### config.mk
export PLATFORM = sky130hd
export DESIGN_NAME = qspi_rd_ctrl
export DESIGN_NICKNAME = d
export VERILOG_FILES = /design/src/rtl/qspi_rd_pkg.sv /design/src/rtl/qspi_rd_seq.sv /design/src/rtl/qspi_rd_txmap.sv /design/src/rtl/qspi_rd_rx.sv /design/src/rtl/qspi_rd_ctrl.sv
export SDC_FILE = /design/constraint.sdc
export NUM_CORES = 1
export LEC_CHECK = 0
export BUFFER_PORTS_ARGS = -buffer_cell sky130_fd_sc_hd__clkbuf_2
export CAP_MARGIN = 0
export CORE_ASPECT_RATIO = 0.9
export CORE_UTILIZATION = 60
export CTS_CLUSTER_DIAMETER = 60
export DETAILED_ROUTE_END_ITERATION = 8
export GPL_TIMING_DRIVEN = 0
export PLACE_DENSITY = 0.84
export RECOVER_POWER = 25
export SYNTH_ARGS = -nofsm -noshare
export SYNTH_HDL_FRONTEND = slang
export SYNTH_SLANG_ARGS = --single-unit
### constraint.sdc
create_clock -name clk -period 3.6 [get_ports clk]
set_input_delay 0.9 -clock clk [delete_from_list [all_inputs] [get_ports clk]]
set_output_delay 0.9 -clock clk [all_outputs]
set_load 0.02 [all_outputs]
### src/rtl/qspi_rd_pkg.sv
package qspi_rd_pkg;

  typedef enum logic [1:0] {
    OP_DOUT = 2'd0,
    OP_DIO  = 2'd1,
    OP_QOUT = 2'd2,
    OP_QIO  = 2'd3
  } rd_op_e;

  typedef enum logic [2:0] {
    PH_IDLE, PH_LEAD, PH_CMD, PH_ADDR, PH_MODE, PH_DUMMY, PH_DATA, PH_TAIL
  } phase_e;

  function automatic logic [7:0] op_code(rd_op_e op);
    case (op)
      OP_DOUT: return 8'h3B;
      OP_DIO:  return 8'hBB;
      OP_QOUT: return 8'h6B;
      default: return 8'hEB;
    endcase
  endfunction

  function automatic logic is_quad(rd_op_e op);
    return (op == OP_QOUT) || (op == OP_QIO);
  endfunction

  function automatic logic has_mode(rd_op_e op);
    return (op == OP_DIO) || (op == OP_QIO);
  endfunction

  function automatic logic [2:0] addr_lanes(rd_op_e op);
    case (op)
      OP_DIO:  return 3'd2;
      OP_QIO:  return 3'd4;
      default: return 3'd1;
    endcase
  endfunction

  function automatic logic [2:0] data_lanes(rd_op_e op);
    return is_quad(op) ? 3'd4 : 3'd2;
  endfunction

endpackage

### src/rtl/qspi_rd_seq.sv
module qspi_rd_seq
  import qspi_rd_pkg::*;
#(
  parameter int          LEN_W     = 16,
  parameter int          ADDR_W    = 24,
  parameter logic [7:0]  MODE_BYTE = 8'h00,
  parameter int          DUMMY_OUT = 8,
  parameter int          DUMMY_QIO = 4
) (
  input  logic              clk,
  input  logic              rst_ni,
  input  logic              req_valid,
  input  logic [1:0]        req_op,
  input  logic [ADDR_W-1:0] req_addr,
  input  logic [LEN_W-1:0]  req_len,
  input  logic              cfg_qe,
  input  logic              rd_valid,
  input  logic              rd_ready,
  output logic              req_ready,
  output logic              err_quad,
  output phase_e            ph,
  output rd_op_e            op,
  output logic [3:0]        sr_top,
  output logic [2:0]        cur_w,
  output logic              half,
  output logic              sample,
  output logic              byte_done
);
  localparam int SR_W  = 8 + ADDR_W;
  localparam int M1    = (ADDR_W > DUMMY_OUT) ? ADDR_W : DUMMY_OUT;
  localparam int M2    = (M1 > DUMMY_QIO) ? M1 : DUMMY_QIO;
  localparam int CNT_W = $clog2(M2 + 1);

  phase_e             ph_q, ph_d;
  rd_op_e             op_q, op_d;
  logic [SR_W-1:0]    sr_q, sr_d;
  logic               half_q, half_d;
  logic [CNT_W-1:0]   cnt_q, cnt_d;
  logic [LEN_W-1:0]   bytes_q, bytes_d;
  logic               err_q, err_d;
  logic               stall;
  logic [CNT_W-1:0]   byte_last;

  function automatic logic [CNT_W-1:0] clk_last(input int unsigned bits, input logic [2:0] w);
    int unsigned n;
    n = (w == 3'd4) ? bits / 4 : (w == 3'd2) ? bits / 2 : bits;
    return CNT_W'(n - 1);
  endfunction

  function automatic int unsigned dummy_clks(input rd_op_e o);
    case (o)
      OP_DOUT, OP_QOUT: return unsigned'(DUMMY_OUT);
      OP_QIO:           return unsigned'(DUMMY_QIO);
      default:          return 0;
    endcase
  endfunction

  always_comb begin
    case (ph_q)
      PH_ADDR, PH_MODE: cur_w = addr_lanes(op_q);
      PH_DATA:          cur_w = data_lanes(op_q);
      default:          cur_w = 3'd1;
    endcase
  end

  assign byte_last = clk_last(8, data_lanes(op_q));
  assign stall     = (ph_q == PH_DATA) && !half_q && (cnt_q == byte_last) && rd_valid && !rd_ready;
  assign sample    = (ph_q == PH_DATA) && !half_q && !stall;
  assign byte_done = sample && (cnt_q == '0);

  // next-state logic
  always_comb begin
    ph_d    = ph_q;
    op_d    = op_q;
    sr_d    = sr_q;
    half_d  = half_q;
    cnt_d   = cnt_q;
    bytes_d = bytes_q;
    err_d   = 1'b0;
    case (ph_q)
      PH_IDLE: begin
        if (req_valid) begin
          if (is_quad(rd_op_e'(req_op)) && !cfg_qe) begin
            err_d = 1'b1;
          end else begin
            ph_d    = PH_LEAD;
            op_d    = rd_op_e'(req_op);
            sr_d    = {op_code(rd_op_e'(req_op)), req_addr};
            bytes_d = req_len;
          end
        end
      end
      PH_LEAD: begin
        ph_d   = PH_CMD;
        cnt_d  = CNT_W'(7);
        half_d = 1'b0;
      end
      PH_TAIL: begin
        if (!rd_valid) ph_d = PH_IDLE;
      end
      default: begin
        if (!stall) begin
          half_d = ~half_q;
          if (half_q) begin
            sr_d = sr_q << cur_w;
            if (cnt_q != '0) begin
              cnt_d = cnt_q - 1'b1;
            end else begin
              case (ph_q)
                PH_CMD: begin
                  ph_d  = PH_ADDR;
                  cnt_d = clk_last(ADDR_W, addr_lanes(op_q));
                end
                PH_ADDR: begin
                  if (has_mode(op_q)) begin
                    ph_d  = PH_MODE;
                    cnt_d = clk_last(8, addr_lanes(op_q));
                    sr_d  = {MODE_BYTE, {ADDR_W{1'b0}}};
                  end else if (dummy_clks(op_q) != 0) begin
                    ph_d  = PH_DUMMY;
                    cnt_d = CNT_W'(dummy_clks(op_q) - 1);
                  end else begin
                    ph_d  = PH_DATA;
                    cnt_d = byte_last;
                  end
                end
                PH_MODE: begin
                  if (dummy_clks(op_q) != 0) begin
                    ph_d  = PH_DUMMY;
                    cnt_d = CNT_W'(dummy_clks(op_q) - 1);
                  end else begin
                    ph_d  = PH_DATA;
                    cnt_d = byte_last;
                  end
                end
                PH_DUMMY: begin
                  ph_d  = PH_DATA;
                  cnt_d = byte_last;
                end
                default: begin
                  bytes_d = bytes_q - 1'b1;
                  cnt_d   = byte_last;
                  if (bytes_q == LEN_W'(1)) ph_d = PH_TAIL;
                end
              endcase
            end
          end
        end
      end
    endcase
  end

  // state registers
  always_ff @(posedge clk or negedge rst_ni) begin
    if (!rst_ni) begin
      ph_q    <= PH_IDLE;
      op_q    <= OP_DOUT;
      sr_q    <= '0;
      half_q  <= 1'b0;
      cnt_q   <= '0;
      bytes_q <= '0;
      err_q   <= 1'b0;
    end else begin
      ph_q    <= ph_d;
      op_q    <= op_d;
      sr_q    <= sr_d;
      half_q  <= half_d;
      cnt_q   <= cnt_d;
      bytes_q <= bytes_d;
      err_q   <= err_d;
    end
  end

  assign req_ready = (ph_q == PH_IDLE);
  assign err_quad  = err_q;
  assign ph        = ph_q;
  assign op        = op_q;
  assign sr_top    = sr_q[SR_W-1 -: 4];
  assign half      = half_q;


  quad_refuse_chk: assert property (@(posedge clk) disable iff (!rst_ni)
    (req_valid && req_ready && req_op[1] && !cfg_qe) |=> (err_quad && ph_q == PH_IDLE));


  err_pulse_chk: assert property (@(posedge clk) disable iff (!rst_ni)
    err_quad |=> !err_quad);


  idle_empty_chk: assert property (@(posedge clk) disable iff (!rst_ni)
    req_ready |-> !rd_valid);

endmodule

### src/rtl/qspi_rd_txmap.sv
module qspi_rd_txmap
  import qspi_rd_pkg::*;
(
  input  phase_e     ph,
  input  rd_op_e     op,
  input  logic [3:0] sr_top,
  input  logic [2:0] cur_w,
  output logic [3:0] io_out,
  output logic [3:0] io_oe
);
  always_comb begin
    io_out = 4'b0000;
    io_oe  = 4'b0000;
    if (ph == PH_CMD || ph == PH_ADDR || ph == PH_MODE) begin
      case (cur_w)
        3'd4: begin
          io_out = sr_top;
          io_oe  = 4'b1111;
        end
        3'd2: begin
          io_out[1:0] = sr_top[3:2];
          io_oe[1:0]  = 2'b11;
        end
        default: begin
          io_out[0] = sr_top[3];
          io_oe[0]  = 1'b1;
        end
      endcase
    end
    if (ph != PH_IDLE && !is_quad(op)) begin
      io_out[3:2] = 2'b11;
      io_oe[3:2]  = 2'b11;
    end
  end
endmodule

### src/rtl/qspi_rd_rx.sv
module qspi_rd_rx (
  input  logic       clk,
  input  logic       rst_ni,
  input  logic       sample,
  input  logic       byte_done,
  input  logic [2:0] width,
  input  logic [3:0] io_in,
  input  logic       rd_ready,
  output logic       rd_valid,
  output logic [7:0] rd_data
);
  logic [7:0] acc_q, acc_d;
  logic [7:0] data_q, data_d;
  logic       vld_q, vld_d;

  always_comb begin
    acc_d  = acc_q;
    data_d = data_q;
    vld_d  = vld_q;
    if (sample) acc_d = (width == 3'd4) ? {acc_q[3:0], io_in} : {acc_q[5:0], io_in[1:0]};
    if (byte_done) begin
      data_d = acc_d;
      vld_d  = 1'b1;
    end else if (vld_q && rd_ready) begin
      vld_d = 1'b0;
    end
  end

  always_ff @(posedge clk or negedge rst_ni) begin
    if (!rst_ni) begin
      acc_q  <= '0;
      data_q <= '0;
      vld_q  <= 1'b0;
    end else begin
      acc_q  <= acc_d;
      data_q <= data_d;
      vld_q  <= vld_d;
    end
  end

  assign rd_valid = vld_q;
  assign rd_data  = data_q;


  hold_data_chk: assert property (@(posedge clk) disable iff (!rst_ni)
    (rd_valid && !rd_ready) |=> (rd_valid && $stable(rd_data)));

endmodule

### src/rtl/qspi_rd_ctrl.sv
module qspi_rd_ctrl
  import qspi_rd_pkg::*;
#(
  parameter int         LEN_W     = 16,
  parameter int         ADDR_W    = 24,
  parameter logic [7:0] MODE_BYTE = 8'h00,
  parameter int         DUMMY_OUT = 8,
  parameter int         DUMMY_QIO = 4
) (
  input  logic              clk,
  input  logic              rst_n,
  input  logic              cfg_cpol,
  input  logic              cfg_qe,
  input  logic              req_valid,
  output logic              req_ready,
  input  logic [1:0]        req_op,
  input  logic [ADDR_W-1:0] req_addr,
  input  logic [LEN_W-1:0]  req_len,
  output logic              err_quad,
  output logic              rd_valid,
  input  logic              rd_ready,
  output logic [7:0]        rd_data,
  output logic              spi_cs_n,
  output logic              spi_sck,
  output logic [3:0]        io_out,
  output logic [3:0]        io_oe,
  input  logic [3:0]        io_in
);
  logic [1:0] rs_q;
  logic       rst_ni;
  phase_e     ph;
  rd_op_e     op;
  logic [3:0] sr_top;
  logic [2:0] cur_w;
  logic       half, sample, byte_done;

  // reset: asserted asynchronously, released on the clock
  always_ff @(posedge clk or negedge rst_n) begin
    if (!rst_n) rs_q <= 2'b00;
    else        rs_q <= {rs_q[0], 1'b1};
  end
  assign rst_ni = rs_q[1];

  qspi_rd_seq #(
    .LEN_W(LEN_W), .ADDR_W(ADDR_W), .MODE_BYTE(MODE_BYTE),
    .DUMMY_OUT(DUMMY_OUT), .DUMMY_QIO(DUMMY_QIO)
  ) seq_i (
    .clk(clk), .rst_ni(rst_ni), .req_valid(req_valid), .req_op(req_op),
    .req_addr(req_addr), .req_len(req_len), .cfg_qe(cfg_qe),
    .rd_valid(rd_valid), .rd_ready(rd_ready), .req_ready(req_ready),
    .err_quad(err_quad), .ph(ph), .op(op), .sr_top(sr_top), .cur_w(cur_w),
    .half(half), .sample(sample), .byte_done(byte_done)
  );

  qspi_rd_txmap tx_i (
    .ph(ph), .op(op), .sr_top(sr_top), .cur_w(cur_w),
    .io_out(io_out), .io_oe(io_oe)
  );

  qspi_rd_rx rx_i (
    .clk(clk), .rst_ni(rst_ni), .sample(sample), .byte_done(byte_done),
    .width(cur_w), .io_in(io_in), .rd_ready(rd_ready),
    .rd_valid(rd_valid), .rd_data(rd_data)
  );

  assign spi_cs_n = (ph == PH_IDLE);
  assign spi_sck  = (ph == PH_LEAD || ph == PH_TAIL || ph == PH_IDLE) ? cfg_cpol : half;


  cs_fall_idle_chk: assert property (@(posedge clk) disable iff (!rst_ni)
    $fell(spi_cs_n) |-> (spi_sck == cfg_cpol));


  cs_rise_idle_chk: assert property (@(posedge clk) disable iff (!rst_ni)
    $rose(spi_cs_n) |-> ($past(spi_sck) == cfg_cpol));


  rx_released_chk: assert property (@(posedge clk) disable iff (!rst_ni)
    rd_valid |-> (io_oe[1:0] == 2'b00));

endmodule

==> results by group <==
Worst setup path
  • Register-to-register setup slack: 1.06 ns
  • Worst setup path category: flip-flop to primary output
  • R2r startpoint: seq_i.ph[1]
  • Worst Path Required: 2.70 ns
  • CP Max Fanout: 10
  • CP Launch Point: seq_i.ph[2]
  • Endpoint of the worst setup timing path: io_out[0]
  • Worst flop-to-flop path endpoint: seq_i.bytes_q[1]
  • Endpoint type of the worst setup path: primary output
  • Arrival time of the worst setup path: 2.50 ns
  • Depth of the worst register-to-register path: 10
  • Startpoint type of the worst setup path: flip-flop

Synth
  • Share of flip-flops with an asynchronous set or reset: 100%
  • Synthesized netlist net count: 624
  • Post-synthesis area per instance: 8.62 um^2
  • Cell taking the most area after synthesis: sky130_fd_sc_hd__dfrtp_1
  • Warnings, synthesis: 0
  • Dominant cells by area after synthesis: sky130_fd_sc_hd__dfrtp_1 (39%), sky130_fd_sc_hd__mux2i_1 (7.8%), sky130_fd_sc_hd__nor2_1 (5.2%)
  • Primary flip-flop cell chosen by synthesis mapping: sky130_fd_sc_hd__dfrtp_1
  • Count of flip-flops with a built-in enable after synthesis: 0
  • Share of the synthesized area in the top cell type: 39.5%
  • Post-synthesis instance area: 4880 um^2
  • Synthesis-stage register bit count: 77
  • Mapped Cells: 566
  • Count of unique library cells instantiated by Yosys: 65
  • Part of the Yosys area used for sequential elements: 39.5%

Timing
  • Clock period minus final worst setup slack: 3.40 ns
  • Clock Skews: 0.0137 ns
  • Headroom to the max-slew limit: 10.9%
  • Maximum clock frequency: 294 MHz
  • Fin. max-slew vios: 0
  • Setup-violating endpoint count in the final report: 0
  • Final cycle utilization of the critical path: 94.4%
  • Hold slack: 0.304 ns
  • Worst Max-Slew Pin Slew: 1.34 ns
  • Final WS setup: 0.203 ns
  • RSZ-0062 raised after global routing: no
  • Number of hold violations in the final report: 0
  • Final TNS setup: 0 ns

Worst hold path
  • HP Class: primary input to asynchronous set/reset pin

Detailed routing
  • Final WL: 13,300 um
  • First-iteration detailed-routing DRC count: 348
  • Detailed-route via count: 4,809
  • Number of antenna-violating nets in the routed design: 0
  • Routed length per instance: 17.8 um
  • Total iterations of the first detailed-routing run: 5
  • Residual DRC: 0
  • Vias/cell: 6.41

Cells and area
  • Most frequent standard cell in the layout excluding fill and tap cells: sky130_fd_sc_hd__dfrtp_1
  • Most frequent cells in the layout: sky130_fd_sc_hd__dfrtp_1 (77), sky130_fd_sc_hd__clkbuf_2 (72), sky130_fd_sc_hd__nor2_1 (67)
  • Number of standard cells in the final layout excluding fillers: 750
  • Final design area excluding fillers: 5610 um^2
  • Proportion of layout cells with a drive suffix above 1: 21.7%
  • Area Growth Syn to Fin: 14.9%
  • Final core utilization: 72.9%
  • Total inserted antenna cells: 0
  • Number of nets in the finished design: 708

Placed design
  • # placed instances: 735
  • Total placed instance area: 5390 um^2
  • IO buf count: 72
  • GP Congestion: 0.931
  • HPWL after detailed placement: 9560 um
  • Post-Place Worst Slack: 0.601 ns

Clock network
  • Clock sinks: 77
  • Maximum root-to-sink buffer count: 2
  • TritonCTS clock tree: built
  • Maximum level of the CTS H-tree: 3
  • Hold-fix buffers, CTS: 0
  • Clock latency on the worst-skew pair: 0.36 ns
  • Library cell used as clock root buffer: sky130_fd_sc_hd__clkbuf_8
  • CTS Buf Count: 9
  • Clock slew at the register clock pins of the worst setup and hold paths: 0.08 ns

Pwr
  • Part of the total power dissipated in combinational logic: 56.4%
  • Worst IR drop on VDD: 0.000671 V
  • LEAKAGE: 2.42 nW
  • Overall power after layout: 5.52 mW
  • Switching power share of the total: 47.2%
  • Cell internal power dissipation: 2.91 mW
  • Clock group share of total power: 14.0%
  • Power per Cell Area: 985 nW/um^2
  • Share of power burned in registers: 29.5%
  • Switching power total: 2.61 mW

Die
  • Area enclosed by the die boundary: 8500 um^2
  • Total I/O pin count: 73
  • Die Width: 97.1 um
  • Height of the die: 87.6 um
  • Core region area: 7690 um^2
  • Starting density of the core: 63.4%
  • Floorplan row count: 30

GRT
  • Number of global-route vias before repair: 4,513
  • Number of antenna violations at the first check in global routing: 0
  • First-pass GRT wire length: 21,700 um
  • Total Routing Usage GR: 31.9%
  • Pin count of the biggest net entering global routing: 54
  • Sum of overflow across all layers after global routing: 0

Job
  • Max-Cap Viols: 0

Run status
  • Status: finished, final reports clean
[worst max-delay path, stage by stage (launching register included)]
cell and delay (ns):
sky130_fd_sc_hd__dfrtp_1 0.47, sky130_fd_sc_hd__buf_2 0.23, sky130_fd_sc_hd__nand2b_1 0.27, sky130_fd_sc_hd__o32ai_4 0.20
sky130_fd_sc_hd__buf_4 0.23, sky130_fd_sc_hd__buf_2 0.22, sky130_fd_sc_hd__nor2_1 0.06, sky130_fd_sc_hd__a211oi_1 0.24
sky130_fd_sc_hd__clkbuf_2 0.22
[cell type report]
class	instances	area [um^2]
Clock buffer	12	165
Timing Repair Buffer	73	364
Fill cell	574	2090
Buffer	46	229
Inverter	16	60.1
Multi-Input combinational cell	427	2680
Sequential cell	77	1930
Tap cell	96	120
Clock inverter	3	67.6
[power groups by stage]
stage	clock [mW]	combinational (mW)	sequential, mW
after CTS	0.773	3.05	1.61
final	0.774	3.12	1.63
after global placement	0	2.91	1.61
after detailed placement	0	3.03	1.63
after global routing	0.807	3.41	1.67
after floorplan	0	2.32	1.54
[metal layers]
metal	global-route usage (%)	up-vias	wire length, um
met5	0	-	0
met4	12.5	0	291
met3	6.30	36	1150
met2	53.6	256	6430
met1	41.2	2300	5440
li1	-	2217	-
[worst min path at each step]
| stage | end | cells after the start | slack, ns | startpoint |
|---|---|---|---|---|
| 6_report | rs_q[0] | 1 | 0.30 | rst_n |
| 5_1_grt | rs_q[0] | 1 | 0.31 | rst_n |
| 4_1_cts | seq_i.cnt_q[0] | 0 | 0.25 | rs_q[1] |
| 3_5_place_dp | seq_i.cnt_q[0] | 0 | 0.24 | rs_q[1] |
| 3_3_place_gp | rs_q[1] | 0 | 0.34 | rs_q[0] |
| 2_1_floorplan | rs_q[1] | 0 | 0.33 | rs_q[0] |
[synth_stat cells (all sizes together), types with 3 or more instances]
library cell and count:
dfrtp 77, nor2 68, nand2 67, o21ai 51, mux2i 38, a21oi 34, buf 31, o211ai 23
a31oi 20, inv 16, clkbuf 15, nand3 12, nor3 12, a211oi 9, mux2 8, o32a 7
ha 6, nor4 6, o22ai 6, a22oi 5, a2bb2oi 5, a21o 4, nand2b 4, nor2b 4
or3 4, and2 3, o22a 3
[sequential cells by signal, summed over array words and instances (netlist names)]
| register | count |
|---|---|
| seq_i.bytes_q | 16 |
| seq_i.cnt_q | 5 |
| seq_i.ph | 3 |
| seq_i.err_quad | 1 |
| seq_i.sr_q | 32 |
| rx_i.rd_data | 8 |
| rx_i.rd_valid | 1 |
| seq_i.op | 2 |
| seq_i.half | 1 |
| rs_q | 2 |
| rx_i.acc_q | 6 |
[what timing repair did]
action,4_1_cts,5_1_grt
buffers inserted,0,0
endpoints found under the setup margin,0,1
gates resized for setup,0,1
[kinds of logic after synthesis]
group,synth area share (%)
simple gates,18.2
compound gates,24.9
flops,39.5
buf+inv,5.92
mux,9.64
fa+ha+maj,1.54
other cells,0.0768
xor+xnor,0.180
No activity file was read; power rests on OpenSTA's default activity.
